--- src/rtl/itlb_pkg.sv ---
package itlb_pkg;
  typedef enum logic [1:0] {
    PG_CACHED   = 2'b00,
    PG_UNCACHED = 2'b01,
    PG_SPM_OK   = 2'b10,
    PG_RSVD     = 2'b11
  } pg_class_e;

  typedef enum logic [1:0] {
    DST_CACHE = 2'b00,
    DST_SPM   = 2'b01,
    DST_MEM   = 2'b10
  } dest_e;

  typedef enum logic {
    ST_IDLE,
    ST_WAIT
  } miss_st_e;
endpackage

--- src/rtl/utlb_cam.sv ---
module utlb_cam #(
  parameter int unsigned ENTRIES = 8,
  parameter int unsigned VPN_W   = 20,
  parameter int unsigned PPN_W   = 20,
  parameter int unsigned CLS_W   = 2
) (
  input  logic             clk_i,
  input  logic             rst_ni,
  input  logic             flush_i,
  input  logic [VPN_W-1:0] look_vpn_i,
  input  logic             fill_i,
  input  logic [VPN_W-1:0] fill_vpn_i,
  input  logic [PPN_W-1:0] fill_ppn_i,
  input  logic [CLS_W-1:0] fill_cls_i,
  output logic             hit_o,
  output logic [PPN_W-1:0] hit_ppn_o,
  output logic [CLS_W-1:0] hit_cls_o
);
  localparam int unsigned IDX_W = (ENTRIES > 1) ? $clog2(ENTRIES) : 1;

  logic [ENTRIES-1:0]            live_q;
  logic [ENTRIES-1:0]            match;
  logic [ENTRIES-1:0][PPN_W-1:0] ppn_sel;
  logic [ENTRIES-1:0][CLS_W-1:0] cls_sel;
  logic [IDX_W-1:0]              ptr_q;
  logic                          do_fill;

  // flush wins over a refill in the same cycle
  assign do_fill = fill_i & ~flush_i;

  for (genvar g = 0; g < ENTRIES; g++) begin : g_ent
    logic [VPN_W-1:0] vpn_q;
    logic [PPN_W-1:0] ppn_q;
    logic [CLS_W-1:0] cls_q;

    always_ff @(posedge clk_i) begin
      if (do_fill && ptr_q == IDX_W'(g)) begin
        vpn_q <= fill_vpn_i;
        ppn_q <= fill_ppn_i;
        cls_q <= fill_cls_i;
      end
    end

    assign match[g]   = live_q[g] && (vpn_q == look_vpn_i);
    assign ppn_sel[g] = match[g] ? ppn_q : '0;
    assign cls_sel[g] = match[g] ? cls_q : '0;
  end

  always_comb begin
    hit_ppn_o = '0;
    hit_cls_o = '0;
    for (int i = 0; i < ENTRIES; i++) begin
      hit_ppn_o = hit_ppn_o | ppn_sel[i];
      hit_cls_o = hit_cls_o | cls_sel[i];
    end
  end

  assign hit_o = |match;

  always_ff @(posedge clk_i or negedge rst_ni) begin
    if (!rst_ni) begin
      live_q <= '0;
      ptr_q  <= '0;
    end else if (flush_i) begin
      live_q <= '0;
      ptr_q  <= '0;
    end else if (do_fill) begin
      live_q[ptr_q] <= 1'b1;
      ptr_q         <= (ptr_q == IDX_W'(ENTRIES - 1)) ? '0 : ptr_q + 1'b1;
    end
  end
endmodule

--- src/rtl/utlb_steer.sv ---
module utlb_steer
  import itlb_pkg::*;
#(
  parameter int unsigned WIN_W = 18
) (
  input  logic [WIN_W-1:0] pa_hi_i,
  input  logic [WIN_W-1:0] base_i,
  input  logic [1:0]       cls_i,
  output dest_e            dest_o
);
  pg_class_e cls;
  assign cls = pg_class_e'(cls_i);

  always_comb begin
    if (pa_hi_i == base_i)           dest_o = DST_SPM;
    else if (cls == PG_UNCACHED)     dest_o = DST_MEM;
    else                             dest_o = DST_CACHE;
  end
endmodule

--- src/rtl/utlb_miss_ctl.sv ---
module utlb_miss_ctl
  import itlb_pkg::*;
#(
  parameter int unsigned VA_W = 32
) (
  input  logic            clk_i,
  input  logic            rst_ni,
  input  logic            fetch_valid_i,
  input  logic [VA_W-1:0] fetch_va_i,
  input  logic            hit_i,
  input  logic            rsp_valid_i,
  input  logic            rsp_ok_i,
  output logic            busy_o,
  output logic [VA_W-1:0] wait_va_o,
  output logic            take_hit_o,
  output logic            fill_o,
  output logic            take_fault_o
);
  miss_st_e st_q;
  logic     idle, rsp_take;

  assign idle         = (st_q == ST_IDLE);
  assign rsp_take     = (st_q == ST_WAIT) && rsp_valid_i;
  assign take_hit_o   = idle && fetch_valid_i && hit_i;
  assign fill_o       = rsp_take && rsp_ok_i;
  assign take_fault_o = rsp_take && !rsp_ok_i;
  assign busy_o       = (st_q == ST_WAIT);

  always_ff @(posedge clk_i or negedge rst_ni) begin
    if (!rst_ni) begin
      st_q      <= ST_IDLE;
      wait_va_o <= '0;
    end else begin
      unique case (st_q)
        ST_IDLE: if (fetch_valid_i && !hit_i) begin
          st_q      <= ST_WAIT;
          wait_va_o <= fetch_va_i;
        end
        ST_WAIT: if (rsp_valid_i) st_q <= ST_IDLE;
        default: st_q <= ST_IDLE;
      endcase
    end
  end
endmodule

--- src/rtl/itlb_spm_steer.sv ---
module itlb_spm_steer
  import itlb_pkg::*;
#(
  parameter int unsigned VA_W     = 32,
  parameter int unsigned PG_W     = 12,
  parameter int unsigned PPN_W    = 20,
  parameter int unsigned SPM_LOG2 = 14,
  parameter int unsigned ENTRIES  = 8,
  localparam int unsigned VPN_W   = VA_W - PG_W,
  localparam int unsigned PA_W    = PPN_W + PG_W,
  localparam int unsigned WIN_W   = PA_W - SPM_LOG2
) (
  input  logic             clk_i,
  input  logic             rst_ni,
  input  logic             flush_i,
  input  logic [WIN_W-1:0] spm_base_i,
  input  logic             fetch_valid_i,
  input  logic [VA_W-1:0]  fetch_va_i,
  output logic             fetch_ready_o,
  output logic             out_valid_o,
  output logic [PA_W-1:0]  out_pa_o,
  output logic [1:0]       out_dest_o,
  output logic             fault_o,
  output logic [VA_W-1:0]  fault_va_o,
  output logic             mmu_req_o,
  output logic [VPN_W-1:0] mmu_req_vpn_o,
  input  logic             mmu_rsp_valid_i,
  input  logic             mmu_rsp_ok_i,
  input  logic [PPN_W-1:0] mmu_rsp_ppn_i,
  input  logic [1:0]       mmu_rsp_class_i
);
  logic             hit, take_hit, fill, take_fault;
  logic [PPN_W-1:0] hit_ppn;
  logic [1:0]       hit_cls;
  logic [VA_W-1:0]  wait_va;
  logic [PA_W-1:0]  pa;
  dest_e            dest;

  utlb_cam #(
    .ENTRIES(ENTRIES), .VPN_W(VPN_W), .PPN_W(PPN_W), .CLS_W(2)
  ) i_cam (
    .clk_i      (clk_i),
    .rst_ni     (rst_ni),
    .flush_i    (flush_i),
    .look_vpn_i (fetch_va_i[VA_W-1:PG_W]),
    .fill_i     (fill),
    .fill_vpn_i (wait_va[VA_W-1:PG_W]),
    .fill_ppn_i (mmu_rsp_ppn_i),
    .fill_cls_i (mmu_rsp_class_i),
    .hit_o      (hit),
    .hit_ppn_o  (hit_ppn),
    .hit_cls_o  (hit_cls)
  );

  utlb_miss_ctl #(.VA_W(VA_W)) i_ctl (
    .clk_i        (clk_i),
    .rst_ni       (rst_ni),
    .fetch_valid_i(fetch_valid_i),
    .fetch_va_i   (fetch_va_i),
    .hit_i        (hit),
    .rsp_valid_i  (mmu_rsp_valid_i),
    .rsp_ok_i     (mmu_rsp_ok_i),
    .busy_o       (mmu_req_o),
    .wait_va_o    (wait_va),
    .take_hit_o   (take_hit),
    .fill_o       (fill),
    .take_fault_o (take_fault)
  );

  assign pa = {hit_ppn, fetch_va_i[PG_W-1:0]};

  utlb_steer #(.WIN_W(WIN_W)) i_steer (
    .pa_hi_i (pa[PA_W-1:SPM_LOG2]),
    .base_i  (spm_base_i),
    .cls_i   (hit_cls),
    .dest_o  (dest)
  );

  assign fetch_ready_o = take_hit | take_fault;
  assign mmu_req_vpn_o = wait_va[VA_W-1:PG_W];

  always_ff @(posedge clk_i or negedge rst_ni) begin
    if (!rst_ni) begin
      out_valid_o <= 1'b0;
      out_pa_o    <= '0;
      out_dest_o  <= DST_CACHE;
      fault_o     <= 1'b0;
      fault_va_o  <= '0;
    end else begin
      out_valid_o <= take_hit;
      fault_o     <= take_fault;
      if (take_hit) begin
        out_pa_o   <= pa;
        out_dest_o <= dest;
      end
      if (take_fault) fault_va_o <= wait_va;
    end
  end
endmodule

--- config.mk ---
export PLATFORM = sky130hd
export DESIGN_NAME = itlb_spm_steer
export DESIGN_NICKNAME = d
export VERILOG_FILES = /design/src/rtl/itlb_pkg.sv /design/src/rtl/utlb_cam.sv /design/src/rtl/utlb_steer.sv /design/src/rtl/utlb_miss_ctl.sv /design/src/rtl/itlb_spm_steer.sv
export SDC_FILE = /design/constraint.sdc
export NUM_CORES = 1
export LEC_CHECK = 0
export BUFFER_PORTS_ARGS = -buffer_cell sky130_fd_sc_hd__buf_2
export CAP_MARGIN = 10
export CORE_MARGIN = 4
export CORE_UTILIZATION = 45
export DETAILED_ROUTE_END_ITERATION = 8
export PLACE_DENSITY = 0.63
export SETUP_SLACK_MARGIN = 0.15
export SYNTH_ARGS = -nofsm -noshare
export SYNTH_HDL_FRONTEND = slang
export SYNTH_SLANG_ARGS = --single-unit
--- constraint.sdc ---
create_clock -name clk_i -period 5.7 [get_ports clk_i]
set_input_delay 1.14 -clock clk_i [delete_from_list [all_inputs] [get_ports clk_i]]
set_output_delay 1.14 -clock clk_i [all_outputs]
set_load 0.01 [all_outputs]
==> results.yml <==
pwr:
  swShare: 0.229
  p_per_area_nw_per_um2: 357
  power_frac_seq: 0.528
  combPwrFrac: 0.074
  intPower_w: 0.00570
  vdd_drop_max_mv: 0.257
  p_switching_w: 0.00169
  leakage_nw: 7.71
  clockPowerShare: 0.398
synthesis:
  synthMuxAreaShare: 0.0329
  synth_top_family_by_area: "XOR/XNOR gates"
  synth_top_area_cell: "edfxtp_1"
  synth_xor_area_frac: 0.0835
  synth_compound_area_frac: 0.0498
  synth_common_cells: "336 x edfxtp_1, 151 x xnor2_1, 113 x nand2_1, 112 x dfrtp_1, 45 x nand4_1"
  synthAdderAreaFrac: 0.00414
  ys_seq_elements: 448
  postSynthCellCount: 1158
  syn_nets: 1242
  netlist_area_um2: 18200
  synthTopCellsByArea: "edfxtp_1 56%, dfrtp_1 15%, xnor2_1 7.3%"
  ys_seq_area_frac: 0.710
  synth-edff-count: 336
  synth_top_area_frac: 0.556
  synthFlopType: "edfxtp_1"
  ys_types: 56
  ys_async_sr_fraction: 0.250
  synthSimpleGateAreaFrac: 0.0824
  synth.avg_cell_area_um2: 15.7
  synth.most_common_cell: "edfxtp_1"
  yosys_warnings: 0
grt:
  grt_pass1_wl_mm: 66.5
  grt_max_degree: 59
  grt-ovfl-total: 0
  antenna_found_initial: 2
  grt_pass1_vias: 10300
  grt_usage: 0.202
floorplanning:
  die_h_um: 209
  design.core.area_um2: 39800
  io_pins: 168
  dieWidth_um: 209
  fp-row-count: 73
  fp.dieArea_um2: 43600
  start_util: 0.456
routing:
  drc: 0
  postRouteAntennaNets: 0
  drt-initial-drc-count: 794
  num_vias: 10000
  viasPerCell: 5.32
  dr.pass1.iters: 5
  drt_wl_total_mm: 44.5
  wl_per_cell_um: 23.6
worst_setup_path:
  crit_chain: "buf_2, xnor2_1, nand4_1, nor4_1, and2_4, or4_4, o21ai_4, nand2_1, buf_2"
  endpoint_kind: "primary output"
  path_delay_family: "simple AND/OR/NAND/NOR gates"
  path_max_fanout: 21
  cp_slowest_cell: "nor4_1"
  critPathMaxStageDelay_ps: 750
  crit_type: "in -> out"
  worstRegToRegCells: 9
  cpMostUsedCell: "buf_2"
  worstSetupPathDepth: 9
  worstPathArrival_ps: 3680
  cp.required_ps: 4560
  start_kind: "primary input"
  crit_buf_inv: 2
clocking:
  cts_num_sinks: 448
  clock_latency_ps: 560
  cts_tree: "yes"
  cts_setup_buffers: 0
  clk_pin_slew_ps: 50
  h-tree-depth: 2
  cts-resized-gates: 0
  clk_path_buf_depth: 3
  cts_hold_buffers: 0
  cts_root_buf: "clkbuf_16"
  numCtsBuffers: 47
outcome:
  run_status: "finished, final reports clean"
timing:
  rsz0062_at_grt: "no"
  fmax_ghz: 0.208
  setup_viol: 0
  worstMarginPinSlew_ps: 980
  min_period_over_period: 0.845
  fin_skew_ps: 16.0
  min_period_ps: 4820
  relSlewSlack: 0.347
  drv_slew: 0
  finalSetupTns_ps: 0
  postLayoutSetupSlackWorst_ps: 882
  hold_viol_final: 0
finish:
  nets: 1408
  nFillCells: 3370
  area_growth_pct: 14.1
  drive_gt1_frac: 0.245
placed_design:
  hpwl_mm: 28.8
  io_buffers: 167
  place.gp.congestion: 0.830
  place_ws_ps: 935
run:
  cap_violations: 0
min_path:
  whs_path_depth: 2
  hp-class: "reg -> reg"
-- power by group through the flow --
stage                     Combinational, W  Clock, W  Sequential [W]
final                             0.000548   0.00294         0.00390
after global routing              0.000600   0.00317         0.00393
after CTS                         0.000561   0.00300         0.00390
after detailed placement          0.000560         0         0.00397
after global placement            0.000552         0         0.00396
after floorplan                   0.000330         0         0.00393
-- final timing paths --
check                                    startpoint                 end  slack, ps
max                                  fetch_va_i[16]       fetch_ready_o        880
min                              i_ctl.wait_va_o[2]       fault_va_o[2]        470
max reg2reg                i_cam.g_ent[7].vpn_q[17]        out_pa_o[20]       2080
min reg2reg                      i_ctl.wait_va_o[2]       fault_va_o[2]        470
max in group asynchronous                    rst_ni  i_ctl.wait_va_o[1]       3970
min in group asynchronous                    rst_ni         out_valid_o        550
-- routing by layer --
layer	routed length, um	GRT usage	vias up	part of all wire
met3	2580	0.0414	41	0.058
met4	747	0.0464	2	0.017
met2	21800	0.335	344	0.49
li1	-	-	4564	-
met1	19300	0.278	5084	0.43
met5	13	0	-	0.00029
-- per-stage QoR --
| step | power (W) | area (um^2) | hold slack (ps) | std cells | util |
|---|---|---|---|---|---|
| final | 0.00739 | 20700 | 466 | 1887 | 0.520 |
| after global routing | 0.00769 | 20700 | 483 | 1887 | 0.520 |
| after CTS | 0.00747 | 20700 | 468 | 1886 | 0.520 |
| after detailed placement | 0.00453 | 19200 | 455 | 1800 | 0.482 |
| after global placement | 0.00452 | 19200 | 444 | 1800 | 0.482 |
| after floorplan | 0.00426 | 18200 | 433 | 1158 | - |
-- area by class of cell --
cell class / instances / area (um^2) / area share
diodes: 1 / 2.50 / 0.000121
repair buffers: 188 / 1000 / 0.0483
well taps: 525 / 657 / 0.0317
inverters: 18 / 67.6 / 0.00326
flip-flops and latches: 448 / 12900 / 0.623
clock buffers: 72 / 1400 / 0.0678
multi-input cells: 621 / 4600 / 0.222
clock inverters: 14 / 88.8 / 0.00429
-- cell families (layout without fill, tap and decap cells) --
family,after synthesis,in the layout
compound gates,113,113
xor+xnor,173,173
fa+ha+maj,6,6
buf+inv,89,292
flops,448,448
mux,44,44
other cells,0,1
simple gates,285,285
-- worst reg2reg max path: stages (launching register included) --
cell      delay [ps]
edfxtp_1         380
xnor2_1          230
nand4_1          180
nor4_1           770
and2_4           490
or4_4            260
o21ai_4           90
buf_4            310
inv_2            400
mux2_2           390
-- flip-flops by register name, summed over array words and instances (netlist names) --
register           count
fault_va_o            32
i_ctl.wait_va_o       32
i_cam.live_q           8
i_cam.ptr_q            3
i_cam.g_ent.vpn_q    160
i_cam.g_ent.ppn_q    160
i_cam.g_ent.cls_q     16
fault_o                1
out_dest_o             2
i_ctl.busy_o           1
out_pa_o              32
out_valid_o            1
-- cells in the final DEF, fill, tap and decap left out, types with 3 or more instances in the layout --
cell type    n
a21oi_1     12
a221oi_1     5
a22o_1      21
a22oi_1     44
a22oi_2      4
and2_1       5
and2_2       5
and3_1       3
and3_2       3
buf_2      166
buf_4       21
clkbuf_1    15
clkbuf_16   50
clkbuf_8     7
clkinv_1     5
clkinv_2     8
dfrtp_1    112
edfxtp_1   336
ha_1         6
inv_1       17
mux2_2      17
mux2_4      27
nand2_1    113
nand3_1     32
nand4_1     45
nor2_1      38
nor2b_1      3
nor3_1       8
nor4_1       6
nor4_4       5
o2111ai_1    3
o21a_1       3
o21ai_0      6
o22ai_1      6
xnor2_1    151
xor2_1      22
Power figures use the tool's default switching activity.
